--- config.mk ---
export PLATFORM = sky130hd
export DESIGN_NAME = comma_aligner
export DESIGN_NICKNAME = d
export VERILOG_FILES = /design/src/rtl/cad_pkg.sv /design/src/rtl/cad_window.sv /design/src/rtl/cad_scan.sv /design/src/rtl/cad_offset_ctl.sv /design/src/rtl/cad_shift.sv /design/src/rtl/comma_aligner.sv
export SDC_FILE = /design/constraint.sdc
export NUM_CORES = 1
export LEC_CHECK = 0
export ABC_AREA = 1
export BUFFER_PORTS_ARGS = -buffer_cell sky130_fd_sc_hd__buf_2
export CAP_MARGIN = 20
export CORE_MARGIN = 2
export CORE_UTILIZATION = 45
export CTS_CLUSTER_SIZE = 40
export DETAILED_ROUTE_END_ITERATION = 10
export HOLD_SLACK_MARGIN = 0.05
export SLEW_MARGIN = 20
export SYNTH_ARGS = -nofsm -noshare
export SYNTH_HDL_FRONTEND = slang
export SYNTH_SLANG_ARGS = --single-unit
--- constraint.sdc ---
create_clock -name clk -period 1.9 [get_ports clk]
set_input_delay 0 -clock clk [delete_from_list [all_inputs] [get_ports clk]]
set_output_delay 0 -clock clk [all_outputs]
set_load 0.02 [all_outputs]
--- src/rtl/cad_pkg.sv ---
package cad_pkg;
  // default symbol geometry
  localparam int unsigned CAD_SYM_W   = 10;
  localparam int unsigned CAD_COMMA_W = 7;
  // comma patterns as bit vectors, bit 0 earliest on the line
  localparam logic [CAD_COMMA_W-1:0] CAD_PLUS_PAT  = 7'b1111100;
  localparam logic [CAD_COMMA_W-1:0] CAD_MINUS_PAT = 7'b0000011;

  // width of an offset able to address n positions
  function automatic int unsigned cad_off_bits(input int unsigned n);
    return (n < 2) ? 1 : $clog2(n);
  endfunction
endpackage

--- src/rtl/cad_window.sv ---
module cad_window #(
  parameter int unsigned SYM_W = 10,
  localparam int unsigned WIN_W = 2*SYM_W-1
) (
  input  logic             clk,
  input  logic             rst,
  input  logic [SYM_W-1:0] rx_word,
  output logic [WIN_W-1:0] win
);
  logic [SYM_W-1:0] prev_q;

  always_ff @(posedge clk) begin
    if (rst) prev_q <= '0;
    else     prev_q <= rx_word;
  end

  // older word sits in the low bits; the top bit of the newest word
  // can never start a symbol at offsets 0..SYM_W-1 and is left out
  assign win = {rx_word[SYM_W-2:0], prev_q};
endmodule

--- src/rtl/cad_scan.sv ---
module cad_scan #(
  parameter int unsigned SYM_W   = 10,
  parameter int unsigned COMMA_W = 7,
  parameter logic [COMMA_W-1:0] PLUS_PAT  = 7'b1111100,
  parameter logic [COMMA_W-1:0] MINUS_PAT = 7'b0000011,
  localparam int unsigned SCAN_W = SYM_W + COMMA_W - 1
) (
  input  logic [SCAN_W-1:0] win,
  output logic [SYM_W-1:0]  plus_hit,
  output logic [SYM_W-1:0]  minus_hit
);
  // one comparator pair per candidate offset
  for (genvar k = 0; k < SYM_W; k++) begin : g_off
    assign plus_hit[k]  = (win[k +: COMMA_W] == PLUS_PAT);
    assign minus_hit[k] = (win[k +: COMMA_W] == MINUS_PAT);
  end
endmodule

--- src/rtl/cad_offset_ctl.sv ---
module cad_offset_ctl #(
  parameter int unsigned SYM_W = 10,
  parameter bit LOCK_ON_PLUS  = 1'b1,
  parameter bit LOCK_ON_MINUS = 1'b1,
  localparam int unsigned OFF_W = cad_pkg::cad_off_bits(SYM_W)
) (
  input  logic             clk,
  input  logic             rst,
  input  logic             use_align,
  input  logic             plus_en,
  input  logic             minus_en,
  input  logic [SYM_W-1:0] plus_hit,
  input  logic [SYM_W-1:0] minus_hit,
  output logic [OFF_W-1:0] off_q,
  output logic             en_hit_any,
  output logic             comma_seen,
  output logic             realigned,
  output logic             locked
);
  logic [SYM_W-1:0] cand;
  logic [OFF_W-1:0] hit_off;
  logic             any_comma;
  logic             lock_hit;
  logic             move;

  assign cand = use_align ? ((plus_hit  & {SYM_W{plus_en}}) |
                             (minus_hit & {SYM_W{minus_en}})) : '0;
  assign en_hit_any = |cand;
  assign any_comma  = use_align && ((|plus_hit) || (|minus_hit));
  assign lock_hit   = use_align &&
                      ((LOCK_ON_PLUS  && plus_en  && (|plus_hit)) ||
                       (LOCK_ON_MINUS && minus_en && (|minus_hit)));

  // lowest enabled offset wins: scan downward, last assignment sticks
  always_comb begin
    hit_off = '0;
    for (int i = SYM_W-1; i >= 0; i--) begin
      if (cand[i]) hit_off = OFF_W'(i);
    end
  end

  assign move = en_hit_any && (hit_off != off_q);

  always_ff @(posedge clk) begin
    if (rst) begin
      off_q      <= '0;
      comma_seen <= 1'b0;
      realigned  <= 1'b0;
      locked     <= 1'b0;
    end else begin
      comma_seen <= any_comma;
      realigned  <= move;
      if (move) off_q <= hit_off;
      if (!use_align)    locked <= 1'b0;
      else if (lock_hit) locked <= 1'b1;
    end
  end
endmodule

--- src/rtl/cad_shift.sv ---
module cad_shift #(
  parameter int unsigned SYM_W = 10,
  localparam int unsigned WIN_W = 2*SYM_W-1,
  localparam int unsigned OFF_W = cad_pkg::cad_off_bits(SYM_W)
) (
  input  logic             clk,
  input  logic             rst,
  input  logic             use_align,
  input  logic [SYM_W-1:0] rx_word,
  input  logic [WIN_W-1:0] win,
  input  logic [OFF_W-1:0] off_q,
  output logic [SYM_W-1:0] aligned_word
);
  logic [WIN_W-1:0] win_q;
  logic [SYM_W-1:0] slices [SYM_W];
  logic [SYM_W-1:0] sh_d, sh_q;

  for (genvar k = 0; k < SYM_W; k++) begin : g_slice
    assign slices[k] = win_q[k +: SYM_W];
  end

  always_comb begin
    sh_d = '0;
    for (int i = 0; i < SYM_W; i++) begin
      if (off_q == OFF_W'(i)) sh_d = slices[i];
    end
  end

  // stage 1: window, stage 2: barrel, stage 3: output (bypass enters here)
  always_ff @(posedge clk) begin
    if (rst) begin
      win_q        <= '0;
      sh_q         <= '0;
      aligned_word <= '0;
    end else begin
      win_q        <= win;
      sh_q         <= sh_d;
      aligned_word <= use_align ? sh_q : rx_word;
    end
  end
endmodule

--- src/rtl/comma_aligner.sv ---
module comma_aligner
  import cad_pkg::*;
#(
  parameter int unsigned SYM_W   = CAD_SYM_W,
  parameter int unsigned COMMA_W = CAD_COMMA_W,
  parameter logic [COMMA_W-1:0] PLUS_PAT  = CAD_PLUS_PAT,
  parameter logic [COMMA_W-1:0] MINUS_PAT = CAD_MINUS_PAT,
  parameter bit LOCK_ON_PLUS  = 1'b1,
  parameter bit LOCK_ON_MINUS = 1'b1
) (
  input  logic             clk,
  input  logic             rst,
  input  logic [SYM_W-1:0] rx_word,
  input  logic             use_align,
  input  logic             plus_align_en,
  input  logic             minus_align_en,
  output logic [SYM_W-1:0] aligned_word,
  output logic             comma_seen,
  output logic             realigned,
  output logic             locked
);
  localparam int unsigned OFF_W  = cad_off_bits(SYM_W);
  localparam int unsigned WIN_W  = 2*SYM_W-1;
  localparam int unsigned SCAN_W = SYM_W + COMMA_W - 1;

  // internal events, named for the checker
  logic [WIN_W-1:0] win;
  logic [SYM_W-1:0] plus_hit, minus_hit;
  logic [OFF_W-1:0] off_q;
  logic             en_hit_any;

  cad_window #(.SYM_W(SYM_W)) u_window (
    .clk(clk), .rst(rst), .rx_word(rx_word), .win(win)
  );

  cad_scan #(
    .SYM_W(SYM_W), .COMMA_W(COMMA_W),
    .PLUS_PAT(PLUS_PAT), .MINUS_PAT(MINUS_PAT)
  ) u_scan (
    .win(win[SCAN_W-1:0]), .plus_hit(plus_hit), .minus_hit(minus_hit)
  );

  cad_offset_ctl #(
    .SYM_W(SYM_W), .LOCK_ON_PLUS(LOCK_ON_PLUS), .LOCK_ON_MINUS(LOCK_ON_MINUS)
  ) u_ctl (
    .clk(clk), .rst(rst), .use_align(use_align),
    .plus_en(plus_align_en), .minus_en(minus_align_en),
    .plus_hit(plus_hit), .minus_hit(minus_hit),
    .off_q(off_q), .en_hit_any(en_hit_any),
    .comma_seen(comma_seen), .realigned(realigned), .locked(locked)
  );

  cad_shift #(.SYM_W(SYM_W)) u_shift (
    .clk(clk), .rst(rst), .use_align(use_align), .rx_word(rx_word),
    .win(win), .off_q(off_q), .aligned_word(aligned_word)
  );
endmodule

# After elaboration in Yosys (flattened, before gate mapping)

Cells that the tools add are included.

Bits in registers: 56
Latch bits: 0
RAM bits: 0
ROM bits: 0
Input port bits: 15
Word-level logic and storage cells: 76
Memories: 0

Add/sub/neg operators: 0
Multipliers: 0
Div/mod/pow operators: 0
Order comparisons: 0
Eq/ne operators: 30
Shift-type cells: 0
Multiplexer cells: 22
Bitwise gates (word level): 4
Reductions and logical operators: 12

Operator list:

| operator           | number |
|---|---|
| $mux 10            | 12 |
| $eq 7x2->1 const B | 10 |
| $eq 7x7->1 const B | 10 |
| $mux 4             | 10 |
| $reduce_or 10->1   | 3 |
| $and 10x10->10     | 2 |
| $eq 4x3->1 const B | 4 |
| $or 10x10->10      | 1 |
| $eq 4x2->1 const B | 2 |
| $eq 4x4->1 const B | 2 |
| $logic_and 1x1->1  | 5 |
| $eq 4x1->1 const B | 1 |
| $logic_not 4->1    | 1 |
| $ne 4x4->1         | 1 |
| $logic_or 1x1->1   | 2 |
| $reduce_or 2->1    | 1 |
| $not 1->1          | 1 |

# Depth between registers and ports, before layout

Gate-level depths: netlist of the first run.

Depth in word-level cells: 16
Mapped depth: 19

# Modules after synthesis

From an unflattened synthesis of the first run, not the netlist that was laid out.

Cells, all modules: 609
Area, all modules: 3589.7 um2

By module, submodules not included:

| module         | instances | cells each | area each (um2) |
|---|---|---|---|
| cad_shift      | 1         | 354        | 2149.6 |
| cad_offset_ctl | 1         | 117        | 666.9 |
| cad_scan       | 1         | 98         | 419.2 |
| cad_window     | 1         | 40         | 354.1 |

# Worst setup path before layout of the first run

OpenSTA, ideal clock, no wires.

Kind: register to register
Start: register u_window.prev_q[4]
End: register u_ctl.off_q[3]
Library setup time: 0.067 ns
Arrival time: 1.661 ns
Required time: 1.833 ns
Path slack: 0.172 ns
Stages on the path, launching flop included: 18
Buffers on the path: 1
Cell sequence: dfxtp_1 buf_2 nand2_1 nor2_1 nand3_1 nand2_2 nand2_2 nand2_2 inv_1 nand2_1 nand2_1 nand2_1 nand2_1 nor2_2 nand3_2 nand2_2 nand2_1 a21oi_2

Cells in the longest elaborated chain, start to end: 11
Elaborated cells on any way between the ends: 22

Ends and longest elaborated chain:

| item                                     | line                                       | source |
|---|---|---|
| start, declared                          | cad_window.sv:10                           | `logic [SYM_W-1:0] prev_q;` |
| start signal, assigned                   | cad_window.sv:14                           | `else prev_q <= rx_word;` |
| $eq 7x7->1 or $eq 7x2->1 (tied branches) | cad_scan.sv:14, cad_scan.sv:15             |  |
| $and 10x10->10, on equally long branches | cad_offset_ctl.sv:26, cad_offset_ctl.sv:27 |  |
| $or 10x10->10 *                          | cad_offset_ctl.sv:26                       | `assign cand = use_align ? ((plus_hit & {SYM_W{plus_en}}) \|` |
| $mux 10 *                                | cad_offset_ctl.sv:26                       |  |
| $mux 4 (5 in series)                     | cad_offset_ctl.sv:38                       | `if (cand[i]) hit_off = OFF_W'(i);` |
| $ne 4x4->1                               | cad_offset_ctl.sv:42                       | `assign move = en_hit_any && (hit_off != off_q);` |
| $logic_and 1x1->1                        | cad_offset_ctl.sv:42                       |  |
| end signal, assigned                     | cad_offset_ctl.sv:53                       | `if (move) off_q <= hit_off;` |
| end, declared                            | cad_offset_ctl.sv:14                       | `output logic [OFF_W-1:0] off_q,` |

Every way passes the cells marked *; elsewhere a longest branch is shown, timed or not.
A chain may end at the register's enable or synchronous reset.

# Worst setup path in the final report of the first run

Start: register u_window.prev_q[6]
End: register u_ctl.off_q[2]

Cells in the longest elaborated chain, start to end: 13
Elaborated cells on any way between the ends: 28

Ends and longest elaborated chain:

| item                                     | line |
|---|---|
| $eq 7x7->1 or $eq 7x2->1 (tied branches) | cad_scan.sv:14, cad_scan.sv:15 |
| $and 10x10->10, on equally long branches | cad_offset_ctl.sv:26, cad_offset_ctl.sv:27 |
| $or 10x10->10 *                          | cad_offset_ctl.sv:26 |
| $mux 10 *                                | cad_offset_ctl.sv:26 |
| $mux 4 (7 in series)                     | cad_offset_ctl.sv:38 |
| $ne 4x4->1                               | cad_offset_ctl.sv:42 |
| $logic_and 1x1->1                        | cad_offset_ctl.sv:42 |

Marks and branches as above.

==> results.py, run 1 <==
metrics = {
    "status": {
        "outcome": "complete, but fails checks",
        "violations": "setup timing",
    },
    "power_and_ir_drop": {
        "leakage_nw": 1.837,
        "total_power_mw": 2.126,
        "ir_worst_vdd_v": 0.0004077,
        "combinationalPowerShare": 0.176,
        "cellPowerDensity_nw_per_um2": 547.3,
        "p_int_mw": 1.444,
        "switching_share": 0.3206,
        "p_sw_mw": 0.6816,
        "pwr-share-clk": 0.322,
        "power_frac_seq": 0.502,
    },
    "drt": {
        "vias_per_cell": 5.559,
        "antenna_left": 0,
        "wl_per_cell_um": 14.99,
        "drc": 0,
        "drt_first_pass_iters": 5,
        "vias": 3369,
        "drtIter0Drc": 286,
        "routed_wl_mm": 9.081,
    },
    "die": {
        "row_count": 28,
        "ios": 28,
        "die_y_um": 83.45,
        "initial_core_util": 0.4713,
        "die_width_um": 83.45,
        "core-area_um2": 6026,
        "dieArea_um2": 6963,
    },
    "grt": {
        "grt_max_degree": 37,
        "grt_pass1_vias": 2968,
        "grt_pass1_wl_mm": 13.58,
        "grt_use_total": 0.2370,
        "globalRouteOverflowTotal": 0,
        "antenna_found_initial": 0,
    },
    "clock_tree": {
        "cts_tree": "yes",
        "clockBufferDepth": 2,
        "clock_latency_ns": 0.32,
        "numCtsBuffers": 5,
        "htree_levels": 2,
        "clkTransAtPathRegs_ns": 0.09,
        "cts-root-buf": "clkbuf_8",
        "cts_num_sinks": 47,
    },
    "synth": {
        "yosysWarnings": 0,
        "synth_seq_cells": 47,
        "synth_area_um2": 2840,
        "synthCells": 463,
        "synth_nets": 478,
        "ys_types": 33,
        "avgSynthCellArea_um2": 6.134,
        "yosysSeqAreaShare": 0.3313,
    },
    "setup_path": {
        "crit_chain": "nand2_4 > nor2_2 > nand3_1 > nand2_1 > nand2_2 > nand2_2 > inv_2 > nand2_4 > nand3_2 > nand2_1 > nand2_1 > nor2_2 > nand3_2 > nand2_2 > nand2_1 > a21oi_1",
        "critPathMaxStageDelay_ns": 0.48,
        "crit_top_cell": "nand2_1",
        "path_class": "flip-flop to flip-flop",
        "worstPathRequired_ns": 2.14,
        "crit_arrival_ns": 2.20,
        "startpoint_type": "flip-flop",
        "cpLargestDelayFamily": "simple AND/OR/NAND/NOR gates",
        "end_kind": "flip-flop",
        "slowest_stage": "dfxtp_4",
        "cp_max_fo": 8,
        "cp.buffers_inverters": 1,
    },
    "sta": {
        "slew_violations": 0,
        "slew_headroom": 0.7002,
        "fin_skew_ns": 0.01466,
        "min_period_ns": 1.963,
        "tightest_slew_ns": 0.4469,
        "grt_setup_unrepaired": "yes",
        "max_freq_mhz": 509.5,
        "setup_viol": 3,
        "setup_slack_ns": -0.06261,
        "hold_violations": 0,
        "timing.final.crit_share": 1.033,
        "setup_tns_ns": -0.1436,
    },
    "final_layout": {
        "antennaDiodeCount": 0,
        "multiInputGateArea_um2": 1928,
        "layout-drive-gt1-share": 0.3427,
        "syn_to_final_growth_pct": 36.74,
        "fillers": 569,
        "seqCellArea_um2": 972.2,
        "fin_nets": 545,
    },
    "placement": {
        "post-place-ws_ns": -0.08602,
        "gp_congestion": 0.9091,
        "hpwl_mm": 6.158,
        "io_buffers": 27,
    },
    "min_path": {
        "hold_class": "input pin to flip-flop",
    },
    "flow_run": {
        "maxCapViolations": 0,
    },
}
==> worst paths after layout <==
kind / start / endpoint / slack (ns) / cells past startpoint
worst max register to register: u_window.prev_q[6] / u_ctl.off_q[2] / -0.06 / 16
worst max-delay path: u_window.prev_q[6] / u_ctl.off_q[2] / -0.06 / 16
worst min-delay path: use_align / u_ctl.comma_seen / 0.12 / 3
worst min register to register: u_ctl.locked / u_ctl.locked / 0.47 / 2
==> metal layers <==
metal / global-route usage / part of all wire / vias to the layer above
li1: - / - / 1642
met1: 0.3106 / 0.44 / 1530
met2: 0.4003 / 0.47 / 164
met3: 0.04771 / 0.065 / 33
met4: 0.05865 / 0.024 / 0
met5: 0 / 0 / -
==> registers in the layout, summed over array words and instances, names as in the netlist <==
register / count
u_ctl.comma_seen: 1
u_ctl.locked: 1
u_ctl.off_q: 4
u_ctl.realigned: 1
u_shift.aligned_word: 10
u_shift.sh_q: 10
u_shift.win_q: 10
u_window.prev_q: 10
==> kinds of logic (layout without fill, tap and decap cells) <==
family	after synthesis	after routing	synth area share
and+or+nand+nor	262	262	0.3978
DFF	47	47	0.3313
AOI/OAI and AO/OA	77	77	0.1626
buffers and inverters	77	145	0.1084
==> cell usage after synthesis <==
cell	instances	area (µm²)
nor3_2	5	50.05
o21ai_1	1	5.000
nor3_1	1	5.000
dfxtp_1	47	940.9
nor2_4	1	11.26
nor2_1	101	379.1
nand3_1	32	160.2
a21oi_1	33	165.2
buf_1	3	11.26
o21bai_1	1	7.510
clkinv_1	4	15.01
buf_6	1	11.26
a21oi_2	1	8.760
clkbuf_1	3	11.26
o21ai_0	15	75.07
buf_4	1	7.510
buf_2	6	30.03
nor2_2	3	18.77
nand4_1	8	50.05
inv_1	51	191.4
nand2_2	7	43.79
a41oi_1	1	8.760
nor4_1	1	6.260
o22ai_1	10	62.56
a221oi_1	1	8.760
a31oi_1	1	6.260
a22oi_1	2	15.01
nand2_1	100	375.4
o41ai_1	7	61.31
inv_2	8	30.03
nand3_2	3	30.03
o2111a_1	1	11.26
o2111ai_1	3	26.28
==> per-stage QoR <==
step | hold WS, ns | area [µm²] | cells | util
floorplan | 0.1175 | 2840 | 463 | -
global placement | 0.2161 | 3228 | 580 | 0.5357
detailed placement | 0.2273 | 3228 | 580 | 0.5357
CTS | 0.07923 | 3485 | 599 | 0.5783
global route | 0.1374 | 3884 | 606 | 0.6445
finish | 0.1182 | 3884 | 606 | 0.6445
==> placed cells by master (no fill, tap or decap), types with 4 or more instances in the layout <==
master / instances
nor2_1: 77
nand2_2: 25
o22ai_1: 10
a21oi_1: 30
nor2_2: 17
nand2_4: 9
o21ai_0: 14
dfxtp_4: 8
nand4_1: 8
nor2_4: 11
dlygate4sd3_1: 9
a21oi_2: 4
nand2_1: 72
buf_2: 27
nand3_2: 9
buf_4: 34
nand3_1: 26
inv_6: 4
clkbuf_8: 5
inv_1: 45
inv_2: 10
o41ai_2: 5
dfxtp_1: 38
==> worst min-delay path, stage by stage <==
cell	delay (ns)
buf_2	0.19
nand2_1	0.13
a41oi_1	0.06
==> power groups by stage <==
stage | clock (mW) | combinational (mW) | sequential, mW
CTS | 0.696 | 0.313 | 1.06
global placement | 0 | 0.290 | 1.08
floorplan | 0 | 0.178 | 1.08
global route | 0.734 | 0.407 | 1.07
detailed placement | 0 | 0.289 | 1.08
finish | 0.685 | 0.374 | 1.07
==> cell type report <==
| cell class | instances | area share |
|---|---|---|
| Clock inverter | 3 | 0.007410 |
| Timing Repair inverter | 1 | 0.001933 |
| Timing Repair Buffer | 73 | 0.1350 |
| Inverter | 63 | 0.06701 |
| Clock buffer | 5 | 0.01772 |
| Tap cell | 75 | 0.02416 |
| Sequential cell | 47 | 0.2503 |
| Multi-Input combinational cell | 339 | 0.4965 |
==> what timing repair did <==
action / CTS / global route
gates cloned: 0 / 1
setup buffers: 1 / 6
hold buffers: 10 / 0
gates resized for setup: 24 / 102
setup endpoints to repair: 4 / 15
hold endpoints to repair: 14 / 0
pin swaps: 4 / 22
Power figures use the tool's default switching activity.
==> run 2: changes to the inputs <==
BUFFER_PORTS_ARGS = not set   (was -buffer_cell sky130_fd_sc_hd__buf_2)
CAP_MARGIN = 0   (was 20)
CORE_UTILIZATION = 30   (was 45)
DONT_BUFFER_PORTS = 1   (was not set)
==> run 2 against run 1 <==
  * Largest cell class unchanged
  * Sequential power about the same
  * Combinational power shrank 16%
  * Global-route usage shrank 5.6 points
  * Worst hold slack lost 0.060 ns
  * Count of clock-buffer cells in the layout is 1 higher
  * Die area grew 47%
  * Design area down 4.1%
  * Highest routed layer unchanged
  * The flow still finishes with violations (setup timing)
  * Maximum frequency rose by 0.44%
  * Core utilization is 24 points lower
==> results.py, run 2 (same netlist as run 1, synthesis figures left out) <==
metrics = {
    "clock_tree": {
        "clockBufferDepth": 2,
        "cts_num_sinks": 47,
        "clock_latency_ns": 0.31,
        "numCtsBuffers": 5,
        "clkTransAtPathRegs_ns": 0.09,
        "htree_levels": 2,
        "cts_tree": "yes",
        "cts-root-buf": "clkbuf_8",
    },
    "sta": {
        "setup_viol": 3,
        "max_freq_mhz": 511.8,
        "grt_setup_unrepaired": "yes",
        "tightest_slew_ns": 0.4029,
        "timing.final.crit_share": 1.028,
        "hold_violations": 0,
        "slew_headroom": 0.7304,
        "slew_violations": 0,
        "min_period_ns": 1.954,
        "setup_slack_ns": -0.05401,
        "fin_skew_ns": 0.008939,
    },
    "grt": {
        "use_met2": 0.2832,
        "globalRouteMet3Util": 0.04210,
        "use_met1": 0.2457,
        "antenna_found_initial": 0,
        "grt_max_degree": 38,
        "grt_pass1_vias": 3060,
        "grt-busiest-layer": "met2",
        "grt_use_total": 0.1812,
        "grt_pass1_wl_mm": 14.74,
        "globalRouteOverflowTotal": 0,
    },
    "setup_path": {
        "crit_chain": "buf_6 > nor3_4 > nand3_1 > nand2_1 > nand2_1 > nand2_2 > nor2_4 > nand2_1 > nand2_1 > nand2_1 > nand2_1 > nor2_2 > nand3_2 > nand2_4 > nand2_1 > a21oi_2",
        "startpoint_type": "flip-flop",
        "slowest_stage": "dfxtp_4",
        "crit_arrival_ns": 2.20,
        "cp-startpoint": "u_window.prev_q[5]",
        "cpLargestDelayFamily": "simple AND/OR/NAND/NOR gates",
        "r2r-start": "u_window.prev_q[5]",
        "worstPathRequired_ns": 2.15,
        "crit_top_cell": "nand2_1",
        "critPathMaxStageDelay_ns": 0.38,
        "cp_max_fo": 5,
        "cp.buffers_inverters": 1,
        "end_kind": "flip-flop",
        "path_class": "flip-flop to flip-flop",
    },
    "placement": {
        "hpwl_mm": 6.665,
        "gp_congestion": 0.9532,
        "place_inst": 588,
        "io_buffers": 0,
    },
    "drt": {
        "routed_wl_mm": 8.979,
        "drt_first_pass_iters": 5,
        "vias_per_cell": 5.203,
        "antenna_left": 0,
        "drtIter0Drc": 233,
        "wl_per_cell_um": 14.37,
        "drc": 0,
        "vias": 3252,
    },
    "min_path": {
        "hold_class": "input pin to flip-flop",
        "hold_start": "rx_word[4]",
    },
    "power_and_ir_drop": {
        "total_power_mw": 2.036,
        "cellPowerDensity_nw_per_um2": 546.3,
        "ir_worst_vdd_v": 0.0003147,
        "leakage_nw": 1.708,
    },
    "final_layout": {
        "layout-drive-gt1-share": 0.2471,
        "fin_nets": 529,
        "final_common_cell": "nor2_1",
        "stdcell_count": 625,
        "syn_to_final_growth_pct": 31.19,
        "layout.cells.most_common_list": "85 x nor2_1, 80 x nand2_1, 45 x inv_1, 37 x dfxtp_1, 32 x a21oi_1",
        "antennaDiodeCount": 0,
    },
    "die": {
        "initial_core_util": 0.3088,
        "core-area_um2": 9196,
        "die_y_um": 101.3,
        "die_width_um": 101.3,
        "row_count": 35,
        "ios": 28,
        "dieArea_um2": 10260,
    },
    "status": {
        "violations": "setup timing",
        "outcome": "complete, but fails checks",
    },
    "flow_run": {
        "maxCapViolations": 0,
    },
}
run 2: cell types whose count changed in the layout (fill, tap and decap cells not counted), sizes merged:
cell,delta
dlymetal6s4s,-1
dlygate4sd3,+16
clkbuf,+1
clkinvlp,-2
inv,-2
clkinv,+1
buf,-30
run 2: stage by stage:
stage / utilization / setup WS, ns / TNS, ns / cell area (µm²) / hold slack [ns]
after floorplan: - / 0.1719 / 0 / 2840 / 0.1175
after global placement: 0.3390 / -0.2208 / -0.8239 / 3118 / 0.06857
after detailed placement: 0.3390 / -0.2752 / -1.064 / 3118 / 0.07104
after CTS: 0.3864 / 0.0002303 / 0 / 3553 / 0.05676
after global routing: 0.4052 / -0.1948 / -0.8891 / 3726 / 0.09874
final: 0.4052 / -0.05401 / -0.1429 / 3726 / 0.05868
run 2: final cells by class:
type | count | area [µm²]
Clock inverter | 1 | 8.758
Inverter | 63 | 242.7
Sequential cell | 47 | 965.9
Clock buffer | 6 | 82.58
Multi-Input combinational cell | 339 | 1773
Tap cell | 111 | 138.9
Fill cell | 993 | 5470
Timing Repair Buffer | 58 | 514.2
run 2: tightest hold or removal path: cells and delay by family:
| family | cells | cell delay [ns] |
|---|---|---|
| AO/OA/AOI/OAI | 2 | 0.22 |
| AND/OR/NAND/NOR | 2 | 0.10 |
run 2: where the power goes:
group | total [mW] | internal [mW] | switching, mW | leakage (nW)
Combinational | 0.315 | 0.137 | 0.178 | 1.27
Sequential | 1.08 | 1.02 | 0.0540 | 0.390
Clock | 0.645 | 0.293 | 0.352 | 0.0477
Total | 2.04 | 1.45 | 0.584 | 1.71
run 2: per-layer routing:
metal,part of all wire,vias to the layer above,wire [µm]
li1,-,1597,-
met1,0.46,1479,4114
met2,0.44,161,3978
met3,0.078,15,702
met4,0.020,0,184
met5,0,-,0
run 2: worst paths after layout:
path	end	slack, ns	cells after the start
max	u_ctl.off_q[2]	-0.05	16
min	u_ctl.comma_seen	0.06	4
max reg2reg	u_ctl.off_q[2]	-0.05	16
min reg2reg	u_shift.win_q[9]	0.53	2
run 2: what timing repair did:
| item | in CTS | in global routing |
|---|---|---|
| endpoints found under the hold margin | 40 | 0 |
| pin swaps | 0 | 20 |
| setup endpoints to repair | 6 | 14 |
| hold buffers | 26 | 0 |
| setup buffers | 0 | 4 |
| gates resized for setup | 30 | 48 |
==> run 3: changes to the inputs <==
--- a/config.mk
+++ b/config.mk
@@ -14,4 +14,5 @@
 export DONT_BUFFER_PORTS = 1
 export HOLD_SLACK_MARGIN = 0.05
+export PLACE_DENSITY = 0.46
 export SLEW_MARGIN = 20
 export SYNTH_ARGS = -nofsm -noshare
==> constraint.sdc (replaced) <==
create_clock -name clk -period 1.9 [get_ports clk]
set_input_delay 0 -clock clk [delete_from_list [all_inputs] [get_ports clk]]
set_output_delay 0 -clock clk [all_outputs]
set_load 0.05 [all_outputs]
==> run 3 against run 2 <==
  * The run still ends with setup timing left
  * Count of clock-buffer cells in the layout decreased by 1
  * Routed wire length increased by 9.0%
  * Non-clock buffer count is 27 higher
  * Register-to-register slack about the same
  * Maximum frequency decreased by 0.20%
  * Cell count up 4.3%
  * Total power up 7.7%
  * Die area is the same
  * First-iteration DRC count shrank 29%
  * Core utilization is 2.9 points higher
  * Via count up 2.2%
  * Largest power group unchanged
==> results.py, run 3 (same netlist as run 1, synthesis figures left out) <==
metrics = {
    "grt": {
        "grt_pass1_wl_mm": 16.01,
        "antenna_found_initial": 0,
        "grt_pass1_vias": 3223,
        "grt_max_degree": 33,
        "globalRouteOverflowTotal": 0,
        "grt_use_total": 0.2014,
    },
    "placement": {
        "hpwl_mm": 7.074,
        "post_dp_cell_area_um2": 3268,
        "place_inst": 608,
        "post-place-ws_ns": -0.2889,
        "io_buffers": 0,
        "gp_congestion": 0.9682,
    },
    "drt": {
        "routed_wl_mm": 9.783,
        "antenna_left": 0,
        "drt_first_pass_iters": 5,
        "drc": 0,
        "vias": 3322,
        "wl_per_cell_um": 15.00,
        "vias_per_cell": 5.095,
        "drtIter0Drc": 166,
    },
    "clock_tree": {
        "clock_latency_ns": 0.31,
        "cts-root-buf": "clkbuf_8",
        "clkTransAtPathRegs_ns": 0.09,
        "clockBufferDepth": 2,
        "numCtsBuffers": 5,
        "htree_levels": 2,
        "cts_tree": "yes",
        "cts_num_sinks": 47,
    },
    "die": {
        "initial_core_util": 0.3088,
        "dieArea_um2": 10260,
        "core-area_um2": 9196,
        "ios": 28,
        "die_width_um": 101.3,
        "row_count": 35,
        "die_y_um": 101.3,
    },
    "final_layout": {
        "final_area_um2": 3991,
        "syn_to_final_growth_pct": 40.53,
        "seqCellArea_um2": 970.9,
        "post-route-util": 0.4340,
        "fillers": 982,
        "layout-drive-gt1-share": 0.2828,
        "stdcell_count": 652,
        "final_common_cell": "nor2_1",
        "multiInputGateArea_um2": 1795,
        "layout.cells.most_common_list": "83 x nor2_1, 81 x nand2_1, 53 x buf_4, 47 x inv_1, 37 x dfxtp_1",
        "fin_nets": 556,
        "antennaDiodeCount": 0,
    },
    "sta": {
        "fin_skew_ns": 0.009890,
        "tightest_slew_ns": 0.5099,
        "min_period_ns": 1.958,
        "setup_slack_ns": -0.05788,
        "slew_violations": 0,
        "hold_violations": 0,
        "max_freq_mhz": 510.8,
        "setup_viol": 3,
        "timing.final.crit_share": 1.030,
        "setup_tns_ns": -0.1553,
        "slew_headroom": 0.6580,
        "whs_ns": 0.07835,
        "grt_setup_unrepaired": "yes",
    },
    "status": {
        "outcome": "complete, but fails checks",
        "violations": "setup timing",
    },
    "setup_path": {
        "cp_max_fo": 5,
        "path_class": "flip-flop to flip-flop",
        "end_kind": "flip-flop",
        "startpoint_type": "flip-flop",
        "worstPathRequired_ns": 2.14,
        "crit_arrival_ns": 2.20,
    },
    "flow_run": {
        "maxCapViolations": 0,
    },
    "power_and_ir_drop": {
        "leakage_nw": 1.888,
        "ir_worst_vdd_v": 0.0003077,
        "total_power_mw": 2.193,
        "cellPowerDensity_nw_per_um2": 549.4,
    },
    "min_path": {
        "hold_class": "input pin to flip-flop",
    },
}
==> run 3: cell count changes in the layout (fill, tap and decap cells not counted), sizes merged <==
cell / delta
clkinv: -2
clkbuf: -1
dlygate4sd3: +4
bufinv: +1
buf: +23
clkinvlp: +1
inv: +1
==> run 3: worst paths after layout <==
check	startpoint	to	slack, ns	depth (start not counted)
min reg2reg	u_ctl.off_q[3]	u_ctl.off_q[3]	0.60	3
max	u_window.prev_q[8]	u_ctl.off_q[3]	-0.06	17
max reg2reg	u_window.prev_q[8]	u_ctl.off_q[3]	-0.06	17
min	use_align	u_ctl.off_q[2]	0.08	5
==> run 3: critical path: stages, from the launching register on <==
cell,delay (ns)
dfxtp_4,0.40
inv_4,0.06
buf_4,0.12
nor2_1,0.14
nand3_1,0.12
nand2_2,0.09
nand2_1,0.07
nand2_2,0.10
nor2_4,0.06
nand2_1,0.06
nand2_1,0.04
nand2_1,0.05
nand2_1,0.05
nor2_2,0.10
nand3_2,0.12
nand2_4,0.12
nand2_2,0.06
a21oi_2,0.12
==> run 3: layout make-up <==
type,instances,share of cell area
multi-input combinational,339,0.4498
sequential,47,0.2433
timing repair buffer,85,0.1831
inverter,63,0.06238
tap,111,0.03480
clock buffer,5,0.01724
clock inverter,2,0.009404
==> run 3: timing repair <==
item | CTS | global route
endpoints found under the setup margin | 11 | 14
hold buffers | 30 | 0
pin swaps | 2 | 21
buffers inserted | 1 | 6
gates cloned | 0 | 0
resized for setup | 22 | 67
endpoints found under the hold margin | 38 | 0
==> run 3: routing by layer <==
layer | part of all wire | track usage | vias up
met5 | 0 | 0 | -
met4 | 0.017 | 0.06133 | 0
met3 | 0.052 | 0.03520 | 14
met2 | 0.46 | 0.3255 | 111
met1 | 0.47 | 0.2742 | 1540
li1 | - | - | 1657
==> run 3: where the power goes <==
part	total (mW)	switching [mW]	internal (mW)
logic	0.346	0.184	0.162
registers	1.10	0.0777	1.02
clock network	0.750	0.364	0.385
